[config.mk]
export PLATFORM = sky130hd
export DESIGN_NAME = sdram_cmd_sched
export DESIGN_NICKNAME = d
export VERILOG_FILES = /design/src/rtl/sched_pkg.sv /design/src/rtl/sched_bank_table.sv /design/src/rtl/sched_slot.sv /design/src/rtl/sched_ctrl.sv /design/src/rtl/sdram_cmd_sched.sv
export SDC_FILE = /design/constraint.sdc
export NUM_CORES = 1
export LEC_CHECK = 0
export ABC_AREA = 0
export BUFFER_PORTS_ARGS = -buffer_cell sky130_fd_sc_hd__buf_4
export CAP_MARGIN = 40
export CORE_ASPECT_RATIO = 0.9
export CORE_MARGIN = 3
export CORE_UTILIZATION = 45
export DETAILED_ROUTE_END_ITERATION = 12
export PLACE_DENSITY = 0.7
export SLEW_MARGIN = 20
export SYNTH_ARGS = -nofsm -noshare
export SYNTH_HDL_FRONTEND = slang
export SYNTH_SLANG_ARGS = --single-unit
[constraint.sdc]
create_clock -name clk -period 3.55 [get_ports clk]
set_input_delay 0 -clock clk [delete_from_list [all_inputs] [get_ports clk]]
set_output_delay 0 -clock clk [all_outputs]
set_load 0.02 [all_outputs]
[src/rtl/sched_pkg.sv]
package sched_pkg;

  typedef enum logic [2:0] {
    CMD_NOP    = 3'd0,
    CMD_ACT    = 3'd1,
    CMD_RD     = 3'd2,
    CMD_WR     = 3'd3,
    CMD_PRE    = 3'd4,
    CMD_PREALL = 3'd5,
    CMD_REF    = 3'd6
  } memCmd_e;

  // strobes from control to the open-row table
  typedef struct packed {
    logic act;
    logic pre;
    logic clrAll;
  } tblStrobe_s;

  localparam int BANKS_PER_CS = 4;

endpackage

[src/rtl/sched_bank_table.sv]
module sched_bank_table
  import sched_pkg::*;
#(
  parameter int NB     = 8,
  parameter int BANK_W = 3,
  parameter int ROW_W  = 13
) (
  input  logic              clk,
  input  logic              rstN,
  input  tblStrobe_s        strobe,
  input  logic [BANK_W-1:0] opBank,
  input  logic [ROW_W-1:0]  opRow,
  output logic              lookOpen,
  output logic              lookHit,
  output logic              anyOpen
);

  logic [NB-1:0]    openFlag;
  logic [ROW_W-1:0] openRow [NB];

  always_ff @(posedge clk) begin
    if (!rstN) begin
      openFlag <= '0;
      for (int i = 0; i < NB; i++) openRow[i] <= '0;
    end else if (strobe.clrAll) begin
      openFlag <= '0;
    end else begin
      if (strobe.act) begin
        openFlag[opBank] <= 1'b1;
        openRow[opBank]  <= opRow;
      end
      if (strobe.pre) openFlag[opBank] <= 1'b0;
    end
  end

  assign lookOpen = openFlag[opBank];
  assign lookHit  = (openRow[opBank] == opRow);
  assign anyOpen  = |openFlag;

  // an activate must only ever target a bank the table holds closed
  assert_act_closed_R1: assert property (@(posedge clk) disable iff (!rstN)
    strobe.act |-> !openFlag[opBank]);

  // a precharge from a request only closes an open bank on another row
  assert_pre_miss_R3: assert property (@(posedge clk) disable iff (!rstN)
    strobe.pre |-> (openFlag[opBank] && (openRow[opBank] != opRow)));

  // after a precharge-all no bank may remain open
  assert_clear_all_R6: assert property (@(posedge clk) disable iff (!rstN)
    strobe.clrAll |=> !anyOpen);

endmodule

[src/rtl/sched_slot.sv]
module sched_slot
  import sched_pkg::*;
#(
  parameter int BANK_W = 3,
  parameter int ROW_W  = 13,
  parameter int COL_W  = 10,
  parameter int CNT_W  = 4
) (
  input  logic              clk,
  input  logic              rstN,
  input  logic              load,
  input  logic              inWrite,
  input  logic [BANK_W-1:0] inBank,
  input  logic [ROW_W-1:0]  inRow,
  input  logic [COL_W-1:0]  inCol,
  input  logic              grant,
  input  logic              lookOpen,
  input  logic              lookHit,
  input  logic [CNT_W-1:0]  cfgTrcd,
  input  logic [CNT_W-1:0]  cfgTrp,
  input  logic [CNT_W-1:0]  cfgCas,
  input  logic [CNT_W-1:0]  cfgBurst,
  output memCmd_e           issCmd,
  output logic              idle,
  output logic              started,
  output logic              done,
  output logic [BANK_W-1:0] curBank,
  output logic [ROW_W-1:0]  curRow,
  output logic [COL_W-1:0]  curCol
);

  localparam int CW = CNT_W + 1;

  typedef enum logic [1:0] {SL_IDLE, SL_PEND, SL_WAIT, SL_BURST} slotState_e;

  slotState_e    state;
  logic [CW-1:0] cnt;
  logic          isWrite;

  function automatic logic [CW-1:0] minus2(input logic [CW-1:0] v);
    return (v >= CW'(2)) ? v - CW'(2) : '0;
  endfunction

  // decide from the open-row table which command the pending request needs
  always_comb begin
    issCmd = CMD_NOP;
    if (state == SL_PEND && grant) begin
      if (lookOpen && lookHit) issCmd = isWrite ? CMD_WR : CMD_RD;
      else if (lookOpen)       issCmd = CMD_PRE;
      else                     issCmd = CMD_ACT;
    end
  end

  always_ff @(posedge clk) begin
    if (!rstN) begin
      state   <= SL_IDLE;
      cnt     <= '0;
      started <= 1'b0;
      isWrite <= 1'b0;
      curBank <= '0;
      curRow  <= '0;
      curCol  <= '0;
    end else begin
      case (state)
        SL_IDLE: if (load) begin
          state   <= SL_PEND;
          isWrite <= inWrite;
          curBank <= inBank;
          curRow  <= inRow;
          curCol  <= inCol;
          started <= 1'b0;
        end
        SL_PEND: if (issCmd != CMD_NOP) begin
          started <= 1'b1;
          case (issCmd)
            CMD_RD, CMD_WR: begin
              cnt   <= minus2(CW'(cfgCas) + CW'(cfgBurst));
              state <= SL_BURST;
            end
            CMD_PRE: begin
              cnt   <= minus2(CW'(cfgTrp));
              state <= SL_WAIT;
            end
            default: begin
              cnt   <= minus2(CW'(cfgTrcd));
              state <= SL_WAIT;
            end
          endcase
        end
        SL_WAIT: begin
          if (cnt == '0) state <= SL_PEND;
          else           cnt   <= cnt - 1'b1;
        end
        default: begin
          if (cnt == '0) begin
            state   <= SL_IDLE;
            started <= 1'b0;
          end else begin
            cnt <= cnt - 1'b1;
          end
        end
      endcase
    end
  end

  assign idle = (state == SL_IDLE);
  assign done = (state == SL_BURST) && (cnt == '0);

  // the cycle after an activate is always a wait cycle for this slot
  assert_act_gap_R1: assert property (@(posedge clk) disable iff (!rstN)
    (issCmd == CMD_ACT) |=> (issCmd == CMD_NOP));

  // a slot without the master grant never drives a command
  assert_slave_quiet_R5: assert property (@(posedge clk) disable iff (!rstN)
    !grant |-> (issCmd == CMD_NOP));

endmodule

[src/rtl/sched_ctrl.sv]
module sched_ctrl
  import sched_pkg::*;
#(
  parameter int BANK_W = 3,
  parameter int ROW_W  = 13,
  parameter int COL_W  = 10,
  parameter int CNT_W  = 4,
  parameter int REF_W  = 16
) (
  input  logic              clk,
  input  logic              rstN,
  input  logic              reqValid,
  input  logic              reqWrite,
  input  logic [BANK_W-1:0] reqBank,
  input  logic [ROW_W-1:0]  reqRow,
  input  logic [COL_W-1:0]  reqCol,
  output logic              busy,
  input  logic [CNT_W-1:0]  cfgTrcd,
  input  logic [CNT_W-1:0]  cfgTrp,
  input  logic [CNT_W-1:0]  cfgCas,
  input  logic [CNT_W-1:0]  cfgBurst,
  input  logic [CNT_W-1:0]  cfgTrfc,
  input  logic [REF_W-1:0]  cfgRefInt,
  input  logic              pwrDown,
  input  logic              lookOpen,
  input  logic              lookHit,
  input  logic              anyOpen,
  output tblStrobe_s        strobe,
  output logic [BANK_W-1:0] opBank,
  output logic [ROW_W-1:0]  opRow,
  output memCmd_e           memCmd,
  output logic [BANK_W-1:0] memBank,
  output logic [ROW_W-1:0]  memAddr,
  output logic              memCke
);

  localparam int NSLOT = 2;
  localparam int CW    = CNT_W + 1;

  typedef enum logic [1:0] {RF_IDLE, RF_PWAIT, RF_REF, RF_RWAIT} refState_e;

  memCmd_e           slotCmd  [NSLOT];
  logic [BANK_W-1:0] slotBank [NSLOT];
  logic [ROW_W-1:0]  slotRow  [NSLOT];
  logic [COL_W-1:0]  slotCol  [NSLOT];
  logic [NSLOT-1:0]  slotIdle, slotStarted, slotDone, slotLoad, slotGrant;

  logic       masterSel, tgtSlot, accept, masterStarted;
  memCmd_e    mCmd, refIss;
  refState_e  refState;
  logic       refPend, refStart, expire;
  logic [REF_W-1:0] refCnt;
  logic [CW-1:0]    waitCnt;

  function automatic logic [CW-1:0] minus2(input logic [CNT_W-1:0] v);
    return (CW'(v) >= CW'(2)) ? CW'(v) - CW'(2) : '0;
  endfunction

  // ---------------- request slots ----------------
  assign busy          = &(~slotIdle);
  assign accept        = reqValid && !busy;
  assign tgtSlot       = slotIdle[masterSel] ? masterSel : ~masterSel;
  assign masterStarted = slotStarted[masterSel];

  for (genvar g = 0; g < NSLOT; g++) begin : gSlot
    assign slotLoad[g]  = accept && (tgtSlot == 1'(g));
    assign slotGrant[g] = (masterSel == 1'(g)) && (refState == RF_IDLE) &&
                          (!refPend || slotStarted[g]);
    sched_slot #(.BANK_W(BANK_W), .ROW_W(ROW_W), .COL_W(COL_W), .CNT_W(CNT_W)) i_slot (
      .clk(clk), .rstN(rstN), .load(slotLoad[g]), .inWrite(reqWrite),
      .inBank(reqBank), .inRow(reqRow), .inCol(reqCol), .grant(slotGrant[g]),
      .lookOpen(lookOpen), .lookHit(lookHit), .cfgTrcd(cfgTrcd), .cfgTrp(cfgTrp),
      .cfgCas(cfgCas), .cfgBurst(cfgBurst), .issCmd(slotCmd[g]), .idle(slotIdle[g]),
      .started(slotStarted[g]), .done(slotDone[g]), .curBank(slotBank[g]),
      .curRow(slotRow[g]), .curCol(slotCol[g])
    );
  end

  // master token passes to the other slot when the master's burst ends
  always_ff @(posedge clk) begin
    if (!rstN)                    masterSel <= 1'b0;
    else if (slotDone[masterSel]) masterSel <= ~masterSel;
  end

  assign mCmd   = slotCmd[masterSel];
  assign opBank = slotBank[masterSel];
  assign opRow  = slotRow[masterSel];

  // ---------------- refresh engine ----------------
  assign expire   = (refCnt >= cfgRefInt - 1'b1);
  assign refStart = (refState == RF_IDLE) && refPend && !masterStarted;

  always_ff @(posedge clk) begin
    if (!rstN) begin
      refCnt  <= '0;
      refPend <= 1'b0;
    end else begin
      refCnt  <= expire ? '0 : refCnt + 1'b1;
      if (expire)        refPend <= 1'b1;
      else if (refStart) refPend <= 1'b0;
    end
  end

  always_comb begin
    refIss = CMD_NOP;
    if (refStart)                refIss = anyOpen ? CMD_PREALL : CMD_REF;
    else if (refState == RF_REF) refIss = CMD_REF;
  end

  always_ff @(posedge clk) begin
    if (!rstN) begin
      refState <= RF_IDLE;
      waitCnt  <= '0;
    end else begin
      case (refState)
        RF_IDLE: if (refStart) begin
          if (anyOpen) begin
            refState <= RF_PWAIT;
            waitCnt  <= minus2(cfgTrp);
          end else begin
            refState <= RF_RWAIT;
            waitCnt  <= minus2(cfgTrfc);
          end
        end
        RF_PWAIT: begin
          if (waitCnt == '0) refState <= RF_REF;
          else               waitCnt  <= waitCnt - 1'b1;
        end
        RF_REF: begin
          refState <= RF_RWAIT;
          waitCnt  <= minus2(cfgTrfc);
        end
        default: begin
          if (waitCnt == '0) refState <= RF_IDLE;
          else               waitCnt  <= waitCnt - 1'b1;
        end
      endcase
    end
  end

  // ---------------- command output and table strobes ----------------
  always_comb begin
    memCmd  = CMD_NOP;
    memBank = '0;
    memAddr = '0;
    if (refIss != CMD_NOP) begin
      memCmd = refIss;
    end else if (mCmd != CMD_NOP) begin
      memCmd  = mCmd;
      memBank = opBank;
      if (mCmd == CMD_ACT)                         memAddr = opRow;
      else if (mCmd == CMD_RD || mCmd == CMD_WR)   memAddr = ROW_W'(slotCol[masterSel]);
    end
  end

  assign strobe.act    = (mCmd == CMD_ACT);
  assign strobe.pre    = (mCmd == CMD_PRE);
  assign strobe.clrAll = (refIss == CMD_PREALL);

  assign memCke = !pwrDown || refPend || (refState != RF_IDLE);

  // at most one source drives a command in any cycle
  assert_one_source_R5: assert property (@(posedge clk) disable iff (!rstN)
    $onehot0({slotCmd[0] != CMD_NOP, slotCmd[1] != CMD_NOP, refIss != CMD_NOP}));

  // refresh commands never interrupt a started request
  assert_ref_defer_R8: assert property (@(posedge clk) disable iff (!rstN)
    (refIss != CMD_NOP) |-> !(|slotStarted));

  // busy only rises after a request was taken
  assert_busy_rise_R4: assert property (@(posedge clk) disable iff (!rstN)
    $rose(busy) |-> $past(reqValid));

  // clock enable is up whenever a refresh command goes out
  assert_cke_ref_R9: assert property (@(posedge clk) disable iff (!rstN)
    (memCmd == CMD_PREALL || memCmd == CMD_REF) |-> memCke);

endmodule

[src/rtl/sdram_cmd_sched.sv]
module sdram_cmd_sched
  import sched_pkg::*;
#(
  parameter int NUM_CS = 2,
  parameter int ROW_W  = 13,
  parameter int COL_W  = 10,
  parameter int CNT_W  = 4,
  parameter int REF_W  = 16,
  localparam int NB     = NUM_CS * BANKS_PER_CS,
  localparam int BANK_W = $clog2(NB)
) (
  input  logic              clk,
  input  logic              rstN,
  input  logic              reqValid,
  input  logic              reqWrite,
  input  logic [BANK_W-1:0] reqBank,
  input  logic [ROW_W-1:0]  reqRow,
  input  logic [COL_W-1:0]  reqCol,
  output logic              busy,
  input  logic [CNT_W-1:0]  cfgTrcd,
  input  logic [CNT_W-1:0]  cfgTrp,
  input  logic [CNT_W-1:0]  cfgCas,
  input  logic [CNT_W-1:0]  cfgBurst,
  input  logic [CNT_W-1:0]  cfgTrfc,
  input  logic [REF_W-1:0]  cfgRefInt,
  input  logic              pwrDown,
  output logic [2:0]        memCmd,
  output logic [BANK_W-1:0] memBank,
  output logic [ROW_W-1:0]  memAddr,
  output logic              memCke
);

  tblStrobe_s        strobe;
  logic [BANK_W-1:0] opBank;
  logic [ROW_W-1:0]  opRow;
  logic              lookOpen, lookHit, anyOpen;
  memCmd_e           cmdEnum;

  sched_ctrl #(.BANK_W(BANK_W), .ROW_W(ROW_W), .COL_W(COL_W), .CNT_W(CNT_W), .REF_W(REF_W)) i_ctrl (
    .clk(clk), .rstN(rstN), .reqValid(reqValid), .reqWrite(reqWrite), .reqBank(reqBank),
    .reqRow(reqRow), .reqCol(reqCol), .busy(busy), .cfgTrcd(cfgTrcd), .cfgTrp(cfgTrp),
    .cfgCas(cfgCas), .cfgBurst(cfgBurst), .cfgTrfc(cfgTrfc), .cfgRefInt(cfgRefInt),
    .pwrDown(pwrDown), .lookOpen(lookOpen), .lookHit(lookHit), .anyOpen(anyOpen),
    .strobe(strobe), .opBank(opBank), .opRow(opRow), .memCmd(cmdEnum),
    .memBank(memBank), .memAddr(memAddr), .memCke(memCke)
  );

  sched_bank_table #(.NB(NB), .BANK_W(BANK_W), .ROW_W(ROW_W)) i_table (
    .clk(clk), .rstN(rstN), .strobe(strobe), .opBank(opBank), .opRow(opRow),
    .lookOpen(lookOpen), .lookHit(lookHit), .anyOpen(anyOpen)
  );

  assign memCmd = cmdEnum;

endmodule

==> flow_summary.html <==
<table>
<tr><th>Metric</th><th>Value</th></tr>
<tr><th colspan="2">Timing</th></tr>
<tr><td>Final worst path period need</td><td>roughly 3.7 ns</td></tr>
<tr><td>RSZ-0062 raised after global routing</td><td>true</td></tr>
<tr><td>Number of setup violations in the final report</td><td>13</td></tr>
<tr><td>Number of failing hold endpoints at the final stage</td><td>0</td></tr>
<tr><td>Fin crit share</td><td>105%</td></tr>
<tr><td>Actual transition at the worst max-transition pin</td><td>0.730 ns</td></tr>
<tr><td>Setup skew after layout</td><td>roughly 0.024 ns</td></tr>
<tr><td>Final count of pins violating max slew</td><td>0</td></tr>
<tr><td>Worst Setup Slack, final</td><td>-0.189 ns</td></tr>
<tr><td>F_max</td><td>between 0.2 and 0.3 GHz</td></tr>
<tr><td>Normalized max-slew margin</td><td>about half</td></tr>
<tr><th colspan="2">Final layout</th></tr>
<tr><td>Combined flip-flop and latch cell area</td><td>between 5000 and 6000 µm²</td></tr>
<tr><td>Ratio of cells with drive above 1 in the final layout</td><td>between 10% and 20%</td></tr>
<tr><td>Area growth syn-to-layout</td><td>25.1%</td></tr>
<tr><td>Final Net Count</td><td>~1500</td></tr>
<tr><td>Post-route cell area</td><td>about 14000 µm²</td></tr>
<tr><td>Area of combinational cells with multiple inputs</td><td>around 5600 µm²</td></tr>
<tr><td>Filler Cell Count</td><td>between 1500 and 2000</td></tr>
<tr><td>Diodes inserted</td><td>0</td></tr>
<tr><th colspan="2">GRT</th></tr>
<tr><td>Largest net degree at the start of global routing</td><td>slightly below 60</td></tr>
<tr><td>Initial antenna violation count</td><td>0</td></tr>
<tr><td>Via count of the first global-routing pass</td><td>between 9000 and 10000</td></tr>
<tr><td>Global router's overall resource usage</td><td>a little under a quarter</td></tr>
<tr><td>Grt ovf</td><td>0</td></tr>
<tr><td>Global-route wire length before repair</td><td>approximately 49000 µm</td></tr>
<tr><th colspan="2">Critical path</th></tr>
<tr><td>Highest-delay cell along the critical path</td><td>sky130_fd_sc_hd__dfxtp_4</td></tr>
<tr><td>Number of cells on the worst reg-to-reg path</td><td>15</td></tr>
<tr><td>Arrival time at the worst endpoint</td><td>3.74 ns</td></tr>
<tr><td>Largest fanout of any net on the critical path</td><td>8</td></tr>
<tr><td>Setup slack of the most critical reg-to-reg path</td><td>about 0.16 ns</td></tr>
<tr><td>List of cells traversed by the critical path</td><td>buf_12 -&gt; mux2i_4 -&gt; buf_4 -&gt; buf_4 -&gt; nor2_1 -&gt; a32oi_1 -&gt; nand2_1 -&gt; xnor2_1 -&gt; nand4_1 -&gt; nor4_4 -&gt; buf_12 -&gt; a21boi_4 -&gt; buf_6 -&gt; a22oi_2 -&gt; nor2_1 -&gt; buf_4</td></tr>
<tr><td>CP endpoint kind</td><td>primary output</td></tr>
<tr><td>Peak per-stage delay on the critical path</td><td>between 0.3 and 0.4 ns</td></tr>
<tr><td>CP Launch Type</td><td>flip-flop</td></tr>
<tr><td>Class of the most critical setup path</td><td>flip-flop to primary output</td></tr>
<tr><td>Required @ worst endpoint</td><td>3.55 ns</td></tr>
<tr><td>Crit-path most repeated cell</td><td>sky130_fd_sc_hd__buf_4</td></tr>
<tr><th colspan="2">Die</th></tr>
<tr><td>X dimension of the die</td><td>approximately 170 µm</td></tr>
<tr><td>Ports</td><td>88</td></tr>
<tr><td>DIE AREA</td><td>~26000 µm²</td></tr>
<tr><td>Placement Rows</td><td>53</td></tr>
<tr><td>Initial core utilization</td><td>roughly 47%</td></tr>
<tr><td>Die Height</td><td>around 150 µm</td></tr>
<tr><td>Placeable Area</td><td>between 20000 and 25000 µm²</td></tr>
<tr><th colspan="2">Clock network</th></tr>
<tr><td>Clock Latency Late Sink</td><td>roughly 0.52 ns</td></tr>
<tr><td>Clock tree from TritonCTS</td><td>yes</td></tr>
<tr><td>CTS root buffer</td><td>sky130_fd_sc_hd__clkbuf_16</td></tr>
<tr><td>CTS H-tree depth</td><td>1</td></tr>
<tr><td>Number of clock sinks</td><td>between 200 and 250</td></tr>
<tr><td>CTS clk-pin slew, worst paths</td><td>about 0.060 ns</td></tr>
<tr><td>CTS Buf Count</td><td>22</td></tr>
<tr><td>Number of buffers on the longest clock path</td><td>3</td></tr>
<tr><th colspan="2">Synth</th></tr>
<tr><td>Synthesized netlist net count</td><td>~1300</td></tr>
<tr><td>Count of state elements after synthesis</td><td>207</td></tr>
<tr><td>Number of standard cells after synthesis</td><td>1189</td></tr>
<tr><td>Leading register cell type out of synthesis</td><td>sky130_fd_sc_hd__edfxtp_1</td></tr>
<tr><td>Synthesized area divided by synthesized cell count</td><td>a little over 9 µm²</td></tr>
<tr><td>Most frequent cell after synthesis</td><td>sky130_fd_sc_hd__nand2_1</td></tr>
<tr><td>Cell area after technology mapping</td><td>11000 µm²</td></tr>
<tr><td>Leading cell types by count after synthesis</td><td>204 x sky130_fd_sc_hd__nand2_1, 177 x sky130_fd_sc_hd__nor2_1, 104 x sky130_fd_sc_hd__edfxtp_1</td></tr>
<tr><td>Top cell type's share of synthesized area</td><td>between 20% and 30%</td></tr>
<tr><td>YS warnings</td><td>0</td></tr>
<tr><td>Count of cell types in the netlist</td><td>78</td></tr>
<tr><td>Cell types occupying the most area after synthesis</td><td>sky130_fd_sc_hd__edfxtp_1 28%, sky130_fd_sc_hd__dfxtp_1 19%, sky130_fd_sc_hd__nand2_1 6.9%</td></tr>
<tr><td>Ys async rst share</td><td>0%</td></tr>
<tr><td>Sequential element share of the synthesized area</td><td>between 40% and 50%</td></tr>
<tr><td>Cell taking the most area after synthesis</td><td>sky130_fd_sc_hd__edfxtp_1</td></tr>
<tr><td>Number of synthesized flops with an enable pin</td><td>104</td></tr>
<tr><th colspan="2">Power</th></tr>
<tr><td>Total leakage power</td><td>5.34 nW</td></tr>
<tr><td>Highest ir drop seen on vdd</td><td>0.000329 V</td></tr>
<tr><td>Power density normalized to cell area</td><td>around 580 nW/µm²</td></tr>
<tr><td>Final total power</td><td>0.00794 W</td></tr>
<tr><th colspan="2">Min path</th></tr>
<tr><td>Type of the most critical hold path</td><td>input port to flip-flop</td></tr>
<tr><td>WHS Path Cells</td><td>4</td></tr>
<tr><th colspan="2">Flow run</th></tr>
<tr><td>Max-cap viol count</td><td>0</td></tr>
<tr><th colspan="2">Placement</th></tr>
<tr><td>Placer congestion estimate</td><td>~0.90</td></tr>
<tr><td>Buffers on Ports</td><td>87</td></tr>
<tr><td>Placed cell areas</td><td>between 10000 and 15000 µm²</td></tr>
<tr><td>Half-perimeter wire length after placement</td><td>20800 µm</td></tr>
<tr><th colspan="2">Drt</th></tr>
<tr><td>Total number of vias</td><td>9470</td></tr>
<tr><td>Remaining routing DRC violations</td><td>0</td></tr>
<tr><td>Routed wire length</td><td>around 30000 µm</td></tr>
<tr><td>Post-detailed-route via-to-cell ratio</td><td>between 5 and 6</td></tr>
<tr><td>Detailed-route wire length per cell</td><td>18.2 µm</td></tr>
<tr><td>Antenna violation net count after detailed routing</td><td>0</td></tr>
<tr><td>Initial drt markers</td><td>between 800 and 900</td></tr>
<tr><td>Total iterations of the first detailed-routing run</td><td>7</td></tr>
<tr><th colspan="2">Status</th></tr>
<tr><td>Outcome</td><td>finished, violations left</td></tr>
<tr><td>Violations in the final reports</td><td>setup timing</td></tr>
</table>
## what timing repair did
item	CTS	global route
hold buffers	39	0
gates resized for setup	24	19
gates cloned	2	1
endpoints found under the hold margin	67	0
buffers inserted	7	13
endpoints found under the setup margin	13	19
pin swaps	13	12
## final timing paths
| kind | startpoint | endpoint |
|---|---|---|
| max | i_ctrl.masterSel | memAddr[7] |
| min | cfgTrcd[3] | i_ctrl.gSlot[1].i_slot.cnt[3] |
| max reg2reg | i_ctrl.masterSel | i_ctrl.gSlot[0].i_slot.cnt[3] |
| min reg2reg | i_ctrl.gSlot[1].i_slot.curCol[7] | i_ctrl.gSlot[1].i_slot.curCol[7] |
## final cells by class
type                    instances  share of cell area [%]
multi-input cells             888                    40.4
flip-flops and latches        207                    37.6
repair buffers                211                    13.2
clock buffers                  27                    4.20
well taps                     302                    2.74
clock inverters                13                    1.05
inverters                      31                   0.843
## cell families after synthesis
logic type / count (synthesis) / synth area share [%]
AO/OA/AOI/OAI: 219 / 13.8
XOR/XNOR: 46 / 3.65
flip-flops: 207 / 47.0
AND/OR/NAND/NOR: 523 / 20.8
multiplexers: 59 / 6.40
adder cells (fa/ha/maj): 40 / 4.60
buffers and inverters: 95 / 3.74
## metal layers
metal  part of all wire [%]  track usage [%]  vias up  wire (µm)
li1                       -                -     4534          -
met1                     43             30.6     4509      13000
met2                     47             37.4      355      14400
met3                    6.9             3.91       72       2120
met4                    3.1             7.62        0        952
met5                      0                0        -          0
## flip-flops by register name, summed over array words and instances, names as in the netlist, 4 cells and up, named ones only
signal                       cells
i_ctrl.waitCnt                   5
i_table.openRow                104
i_ctrl.gSlot.i_slot.curCol      20
i_ctrl.gSlot.i_slot.curBank      6
i_table.openFlag                 7
i_ctrl.refCnt                   16
i_ctrl.gSlot.i_slot.state        4
i_ctrl.gSlot.i_slot.curRow      26
i_ctrl.gSlot.i_slot.cnt         10
## worst max-delay path, delay by kind of cell, from the launching register on
| kind | cells | cell delay [ns] |
|---|---|---|
| buffers and inverters | 6 | 0.92 |
| and+or+nand+nor | 5 | 0.87 |
| AOI/OAI and AO/OA | 3 | 0.52 |
| DFF | 1 | 0.39 |
| muxes | 1 | 0.31 |
| xor gates and xnor gates | 1 | 0.19 |
## metrics by stage
stage	instances	hold slack [ns]	worst slack (ns)	utilization (%)	TNS (ns)
after detailed placement	1577	0.279	0.0839	51.9	0
after global routing	1679	0.0305	-0.266	58.2	-2.96
after global placement	1576	0.270	0.0924	51.9	0
after floorplan	1189	0.145	0.381	-	0
final	1679	0.0144	-0.189	58.2	-1.90
after CTS	1665	0.00582	-0.112	57.4	-1.01
## where the power goes
part	switching [W]	internal, W	total (W)	leakage, nW
Clock	0.000943	0.00138	0.00232	0.355
Combinational	0.00160	0.00108	0.00268	3.07
Sequential	0.000179	0.00276	0.00294	1.91
## layout by cell type (no fill, tap or decap), types with 6 or more instances in the layout
| cell type | Yosys | routed |
|---|---|---|
| sky130_fd_sc_hd__a21boi_0 | 57 | 57 |
| sky130_fd_sc_hd__a21o_1 | 15 | 15 |
| sky130_fd_sc_hd__a21oi_1 | 40 | 40 |
| sky130_fd_sc_hd__a31oi_1 | 16 | 16 |
| sky130_fd_sc_hd__a32oi_1 | 7 | 7 |
| sky130_fd_sc_hd__and3_1 | 9 | 9 |
| sky130_fd_sc_hd__buf_12 | 0 | 7 |
| sky130_fd_sc_hd__buf_4 | 4 | 156 |
| sky130_fd_sc_hd__buf_6 | 3 | 6 |
| sky130_fd_sc_hd__clkbuf_16 | 0 | 23 |
| sky130_fd_sc_hd__dfxtp_1 | 103 | 99 |
| sky130_fd_sc_hd__dlygate4sd3_1 | 0 | 39 |
| sky130_fd_sc_hd__edfxtp_1 | 104 | 104 |
| sky130_fd_sc_hd__ha_1 | 39 | 39 |
| sky130_fd_sc_hd__inv_1 | 31 | 31 |
| sky130_fd_sc_hd__mux2_2 | 13 | 12 |
| sky130_fd_sc_hd__mux2i_1 | 34 | 33 |
| sky130_fd_sc_hd__mux4_2 | 6 | 6 |
| sky130_fd_sc_hd__nand2_1 | 204 | 204 |
| sky130_fd_sc_hd__nand2b_1 | 13 | 12 |
| sky130_fd_sc_hd__nand3_1 | 29 | 28 |
| sky130_fd_sc_hd__nand4_1 | 7 | 7 |
| sky130_fd_sc_hd__nor2_1 | 177 | 177 |
| sky130_fd_sc_hd__nor2b_1 | 16 | 16 |
| sky130_fd_sc_hd__nor3_1 | 23 | 22 |
| sky130_fd_sc_hd__nor4_1 | 13 | 10 |
| sky130_fd_sc_hd__o21ai_0 | 27 | 21 |
| sky130_fd_sc_hd__o21ai_1 | 5 | 11 |
| sky130_fd_sc_hd__xnor2_1 | 29 | 29 |
| sky130_fd_sc_hd__xor2_1 | 17 | 17 |
Power figures use the tool's default switching activity.
